File: src/rtl/pscl_pkg.sv
`timescale 1ns/1ps
// Package: shared sizes and helpers for the encoded-ratio postscaler.
// Assumes the largest encodable ratio is MAX_RATIO and codes are CODE_W bits.
package pscl_pkg;
    localparam int CODE_W    = 3;
    localparam int MAX_RATIO = 12;
    localparam int RATIO_W   = $clog2(MAX_RATIO + 1);
    localparam int NUM_CH    = 2;

    // Number of high positions at the end of a period of length n.
    function automatic logic [RATIO_W-1:0] high_len(input logic [RATIO_W-1:0] n);
        if (n == RATIO_W'(1) || n == RATIO_W'(3))
            return RATIO_W'(1);
        return n >> 1;
    endfunction
endpackage

File: src/rtl/pscl_ratio_decode.sv
`timescale 1ns/1ps
// Module: maps a ratio code to its divide ratio (irregular, not a power of two).
// Assumes CODE_W = 3; any code beyond the listed ones saturates at the top ratio.
module pscl_ratio_decode
    import pscl_pkg::*;
(
    input  logic [CODE_W-1:0]  code,
    output logic [RATIO_W-1:0] ratio
);
    // Combinational code-to-ratio lookup.
    always_comb begin
        case (code)
            CODE_W'(0): ratio = RATIO_W'(1);
            CODE_W'(1): ratio = RATIO_W'(2);
            CODE_W'(2): ratio = RATIO_W'(3);
            CODE_W'(3): ratio = RATIO_W'(4);
            CODE_W'(4): ratio = RATIO_W'(6);
            CODE_W'(5): ratio = RATIO_W'(8);
            default:    ratio = RATIO_W'(MAX_RATIO);
        endcase
    end
endmodule

File: src/rtl/pscl_divider.sv
`timescale 1ns/1ps
// Module: one postscaler channel. Counts qualified cycles (step) modulo the
// decoded ratio, emits a one-cycle tick on the terminal count and a registered
// divided-clock level. Hold clears the counter and masks the code; a new ratio
// is taken at hold release or at a terminal count only.
// Assumes step, hold and code are synchronous to clk.
module pscl_divider
    import pscl_pkg::*;
(
    input  logic              clk,
    input  logic              rst_n,
    input  logic              hold,
    input  logic              step,
    input  logic [CODE_W-1:0] code,
    output logic              tick,
    output logic              div_clk
);
    logic [RATIO_W-1:0] cnt_q, cnt_d;
    logic [RATIO_W-1:0] ratio_q, ratio_d;
    logic [RATIO_W-1:0] code_ratio;
    logic               run_q, run_d;
    logic               div_q, div_d;
    logic               at_end;

    pscl_ratio_decode u_dec (
        .code  (code),
        .ratio (code_ratio)
    );

    // Terminal count: the step that closes the current period.
    assign at_end = run_q && step && (cnt_q == ratio_q - RATIO_W'(1));

    // Next-state logic for counter, latched ratio, run flag and clock level.
    always_comb begin
        cnt_d   = cnt_q;
        ratio_d = ratio_q;
        run_d   = run_q;
        if (hold) begin
            cnt_d = '0;
            run_d = 1'b0;
        end else if (!run_q) begin
            run_d   = 1'b1;
            ratio_d = code_ratio;
            cnt_d   = '0;
        end else if (step) begin
            if (at_end) begin
                cnt_d   = '0;
                ratio_d = code_ratio;
            end else begin
                cnt_d = cnt_q + RATIO_W'(1);
            end
        end
        div_d = run_d && (cnt_d >= ratio_d - high_len(ratio_d));
    end

    // State registers with synchronous active-low reset.
    always_ff @(posedge clk) begin
        if (!rst_n) begin
            cnt_q   <= '0;
            ratio_q <= RATIO_W'(1);
            run_q   <= 1'b0;
            div_q   <= 1'b0;
        end else begin
            cnt_q   <= cnt_d;
            ratio_q <= ratio_d;
            run_q   <= run_d;
            div_q   <= div_d;
        end
    end

    assign tick    = at_end;
    assign div_clk = div_q;

    // the latched ratio is always one of the encodable ratios.
    assert_legal_ratio_R1: assert property (@(posedge clk) disable iff (!rst_n)
        ratio_q inside {4'd1, 4'd2, 4'd3, 4'd4, 4'd6, 4'd8, 4'd12});

    // the count never reaches the ratio.
    assert_count_bound_R2: assert property (@(posedge clk) disable iff (!rst_n)
        cnt_q < ratio_q);

    // one cycle after hold, both outputs are quiet.
    assert_hold_quiet_R4: assert property (@(posedge clk) disable iff (!rst_n)
        $past(hold) |-> (!tick && !div_clk));

    // a channel that starts running starts from count zero.
    assert_start_zero_R5: assert property (@(posedge clk) disable iff (!rst_n)
        $rose(run_q) |-> (cnt_q == '0));

    // mid-period the latched ratio does not move.
    assert_latch_at_end_R6: assert property (@(posedge clk) disable iff (!rst_n)
        (!hold && run_q && !at_end) |=> $stable(ratio_q));

    // a tick requires a qualified cycle.
    assert_tick_needs_step_R8: assert property (@(posedge clk) disable iff (!rst_n)
        tick |-> step);
endmodule

File: src/rtl/dual_clk_postscaler.sv
`timescale 1ns/1ps
// Module: top of the dual-channel postscaler. Channel 0 (DSP) counts every
// fast-clock cycle; channel 1 (accelerator) counts cycles of the source
// qualifier chosen by acc_src_sel. Both channels use the same divider.
// Assumes all inputs are synchronous to clk.
module dual_clk_postscaler
    import pscl_pkg::*;
(
    input  logic              clk,
    input  logic              rst_n,
    input  logic              dsp_hold,
    input  logic [CODE_W-1:0] dsp_code,
    input  logic              acc_hold,
    input  logic [CODE_W-1:0] acc_code,
    input  logic              acc_src_sel,
    input  logic              acc_src_a,
    input  logic              acc_src_b,
    output logic              dsp_tick,
    output logic              dsp_clk,
    output logic              acc_tick,
    output logic              acc_clk
);
    localparam int CH_DSP = 0;
    localparam int CH_ACC = 1;

    logic [NUM_CH-1:0]              hold_v;
    logic [NUM_CH-1:0]              step_v;
    logic [NUM_CH-1:0]              tick_v;
    logic [NUM_CH-1:0]              div_v;
    logic [NUM_CH-1:0][CODE_W-1:0]  code_v;
    logic                           acc_step;

    // Source select for the accelerator channel.
    assign acc_step = acc_src_sel ? acc_src_b : acc_src_a;

    // Gather per-channel controls into vectors.
    always_comb begin
        hold_v[CH_DSP] = dsp_hold;
        hold_v[CH_ACC] = acc_hold;
        code_v[CH_DSP] = dsp_code;
        code_v[CH_ACC] = acc_code;
        step_v[CH_DSP] = 1'b1;
        step_v[CH_ACC] = acc_step;
    end

    for (genvar g = 0; g < NUM_CH; g++) begin : g_ch
        pscl_divider u_div (
            .clk     (clk),
            .rst_n   (rst_n),
            .hold    (hold_v[g]),
            .step    (step_v[g]),
            .code    (code_v[g]),
            .tick    (tick_v[g]),
            .div_clk (div_v[g])
        );
    end

    assign dsp_tick = tick_v[CH_DSP];
    assign dsp_clk  = div_v[CH_DSP];
    assign acc_tick = tick_v[CH_ACC];
    assign acc_clk  = div_v[CH_ACC];

    // an accelerator tick only comes with the chosen source active.
    assert_acc_source_R8: assert property (@(posedge clk) disable iff (!rst_n)
        acc_tick |-> (acc_src_sel ? acc_src_b : acc_src_a));

    // one cycle out of reset, every output is still low.
    assert_reset_quiet_R9: assert property (@(posedge clk)
        $rose(rst_n) |-> !(dsp_tick || dsp_clk || acc_tick || acc_clk));
endmodule

File: config.mk
export PLATFORM = sky130hd
export DESIGN_NAME = dual_clk_postscaler
export DESIGN_NICKNAME = d
export VERILOG_FILES = /design/src/rtl/pscl_pkg.sv /design/src/rtl/pscl_ratio_decode.sv /design/src/rtl/pscl_divider.sv /design/src/rtl/dual_clk_postscaler.sv
export SDC_FILE = /design/constraint.sdc
export NUM_CORES = 1
export LEC_CHECK = 0
export ABC_AREA = 1
export BUFFER_PORTS_ARGS = -buffer_cell sky130_fd_sc_hd__buf_4
export CAP_MARGIN = 20
export CORE_UTILIZATION = 55
export DETAILED_ROUTE_END_ITERATION = 8
export PLACE_DENSITY_LB_ADDON = 0.12
export SLEW_MARGIN = 20
export SYNTH_ARGS = -nofsm -noshare
export SYNTH_HDL_FRONTEND = slang
export SYNTH_SLANG_ARGS = --single-unit
File: constraint.sdc
create_clock -name clk -period 4.6 [get_ports clk]
set_input_delay 0.23 -clock clk [delete_from_list [all_inputs] [get_ports clk]]
set_output_delay 0.23 -clock clk [all_outputs]
set_load 0.1 [all_outputs]
==> flow_summary.yaml <==
clock_tree:
  cts_resized: 0
  cts.sinks: 20
  clk_latency_ns: 0.30
  numCtsBuffers: 3
  clk_pin_slew_ns: 0.12
  post_cts_buffers: 0
  htreeDepth: 1
  root_buffer: "clkbuf_4"
  cts_buffer_depth: 2
  cts_hold_repair.buffers: 0
  cts_tree: "yes"
synthesis:
  syn_area_sq_um: 1632
  synth_nets: 275
  postSynthAreaPerCell_sq_um: 6.742
  syn_inst: 242
  ys_seq_area_frac: 0.2454
  ys_seq_elements: 20
  ys_warn_count: 0
  synth.distinct_cells: 28
placement:
  gp_congestion: 0.7956
  port_buffers: 16
  pre_cts_ws_ns: 1.364
  hpwl_microns: 2495
  place_area_sq_um: 1787
timing:
  tightest_slew_ns: 0.5053
  setup_tns_ns: 0
  skew_ns: 0.002389
  min_period_over_period: 0.7029
  finalSetupViolCount: 0
  slew_viol_final: 0
  hold_violations: 0
  worst_slack_ns: 1.367
  clock.fmax_mhz: 309.3
  slew_headroom: 0.6628
  fin_crit_ns: 3.233
  rsz0062_at_grt: "false"
setup_path:
  required_ns: 4.81
  arrival_ns: 3.44
  worstSetupPathType: "reg -> reg"
  cp-end-kind: "flip-flop"
  cp_max_fo: 5
  cp-start-kind: "flip-flop"
cells_and_area:
  syn_to_final_growth_pct: 11.73
  final_common_cell: "nand2_1"
  diodes: 0
  mostFrequentLayoutCells: "nand2_1, inv_1, nor2_1"
  fin_nets: 295
  multiInputGateArea_sq_um: 1051
  fillers: 254
  drive_gt1_frac: 0.1571
  postLayoutCellArea_sq_um: 1823
  seqCellArea_sq_um: 400.4
grt:
  grt_pass1_vias: 1306
  track_usage: 0.2160
  grt_max_degree: 17
  grt_pass1_wl_microns: 5506
  antenna_found_initial: 0
  overflow: 0
floorplanning:
  std_cell_rows: 19
  fp.coreArea_sq_um: 2781
  die_h_microns: 56.47
  ioPinCount: 17
  start_util: 0.5866
  die_x_microns: 56.47
  dieArea_sq_um: 3188
drt:
  drt.antenna.violating_nets: 0
  detail_route.wl_per_cell_microns: 10.24
  vias_per_cell: 4.887
  drtIter0Drc: 47
  wl_microns: 2989
  via_count: 1427
  drc_errors: 0
  drt_first_pass_iters: 4
run:
  drv_cap: 0
power:
  irDropWorstVdd_mv: 0.1790
  power_per_cell_area_nw_per_um2: 248.8
  p_leak_nw: 0.9965
  power.total_w: 0.0004536
hold_path:
  hp-class: "in -> reg"
outcome:
  status: "completed"
[cells in the mapped netlist, drive strengths merged]
master	count	share of area
mux2i	1	0.0061
a21boi	2	0.0092
nor2	29	0.068
inv	47	0.11
xnor2	3	0.016
fa	2	0.025
clkbuf	1	0.0023
ha	18	0.14
nand3	15	0.049
o21a	4	0.018
nor3	6	0.018
a21oi	4	0.012
or2	4	0.015
xor2	6	0.032
nand3b	2	0.0092
nand4	2	0.0077
o21ai	9	0.030
dfxtp	20	0.25
nand2	67	0.19
[critical path: stages (launching register included)]
cell	delay, ns
dfxtp_1	0.37
inv_1	0.09
ha_1	0.32
nand2_1	0.08
nand3_1	0.08
nor2_2	0.12
nand3_2	0.11
nand2_4	0.10
nand2_4	0.07
inv_1	0.08
nand2_1	0.05
o21ai_1	0.10
inv_1	0.12
fa_1	0.49
inv_1	0.05
ha_1	0.27
a21boi_0	0.12
o21a_1	0.17
o21a_1	0.16
o21ai_0	0.16
inv_1	0.05
[registers in the layout, indices dropped and copies added (netlist names)]
signal	flops
g_ch.u_div.cnt_q	8
g_ch.u_div.ratio_q	8
g_ch.u_div.div_clk	2
g_ch.u_div.run_q	2
[path summary, 6_finish.rpt]
| kind | end | start | slack, ns | cells after the start |
|---|---|---|---|---|
| worst min-delay path | g_ch[1].u_div.ratio_q[0]$_SDFF_PN1_ | rst_n | 0.11 | 2 |
| worst max register to register | g_ch[1].u_div.div_clk$_SDFF_PN0_ | g_ch[1].u_div.ratio_q[0]$_SDFF_PN1_ | 1.37 | 20 |
| worst min register to register | g_ch[1].u_div.ratio_q[1]$_SDFF_PN0_ | g_ch[1].u_div.ratio_q[1]$_SDFF_PN0_ | 0.50 | 2 |
| worst max-delay path | g_ch[1].u_div.div_clk$_SDFF_PN0_ | g_ch[1].u_div.ratio_q[0]$_SDFF_PN1_ | 1.37 | 20 |
[logic make-up (layout without fill, tap and decap cells)]
kind of cell	count (synthesis)	count (layout)	share of synthesized area
flip-flops	20	20	0.2454
XOR/XNOR	9	9	0.04832
AO/OA/AOI/OAI	19	19	0.06978
adder cells (fa/ha/maj)	20	20	0.1626
buffers and inverters	48	67	0.1104
AND/OR/NAND/NOR	125	125	0.3574
multiplexers	1	1	0.006135
[where the power goes]
part           leakage [nW]  internal, W  switching (W)
logic                 0.812    0.0000651      0.0000981
registers             0.163     0.000181     0.00000600
clock network        0.0210    0.0000482      0.0000556
total                 0.997     0.000294       0.000160
[cell type report]
class	count	area share
clock buffers	4	0.01990
inverters	47	0.09677
multi-input cells	174	0.5765
flip-flops and latches	20	0.2196
well taps	31	0.02128
repair buffers	16	0.06589
[per-stage QoR]
| step | utilization | hold WS (ns) | std cells |
|---|---|---|---|
| detailed placement | 0.6424 | 0.4310 | 288 |
| global route | 0.6554 | 0.1021 | 292 |
| floorplan | - | 0.2989 | 242 |
| finish | 0.6554 | 0.1072 | 292 |
| CTS | 0.6554 | 0.1063 | 292 |
| global placement | 0.6424 | 0.4317 | 288 |
[metal layers]
metal  routed length, microns  vias up  GRT usage
li1                         -      789          -
met1                     1657      620     0.3228
met2                     1259       18     0.3328
met3                       73        0    0.01382
met4                        0        0    0.06272
met5                        0        -          0
Power figures use the tool's default switching activity.
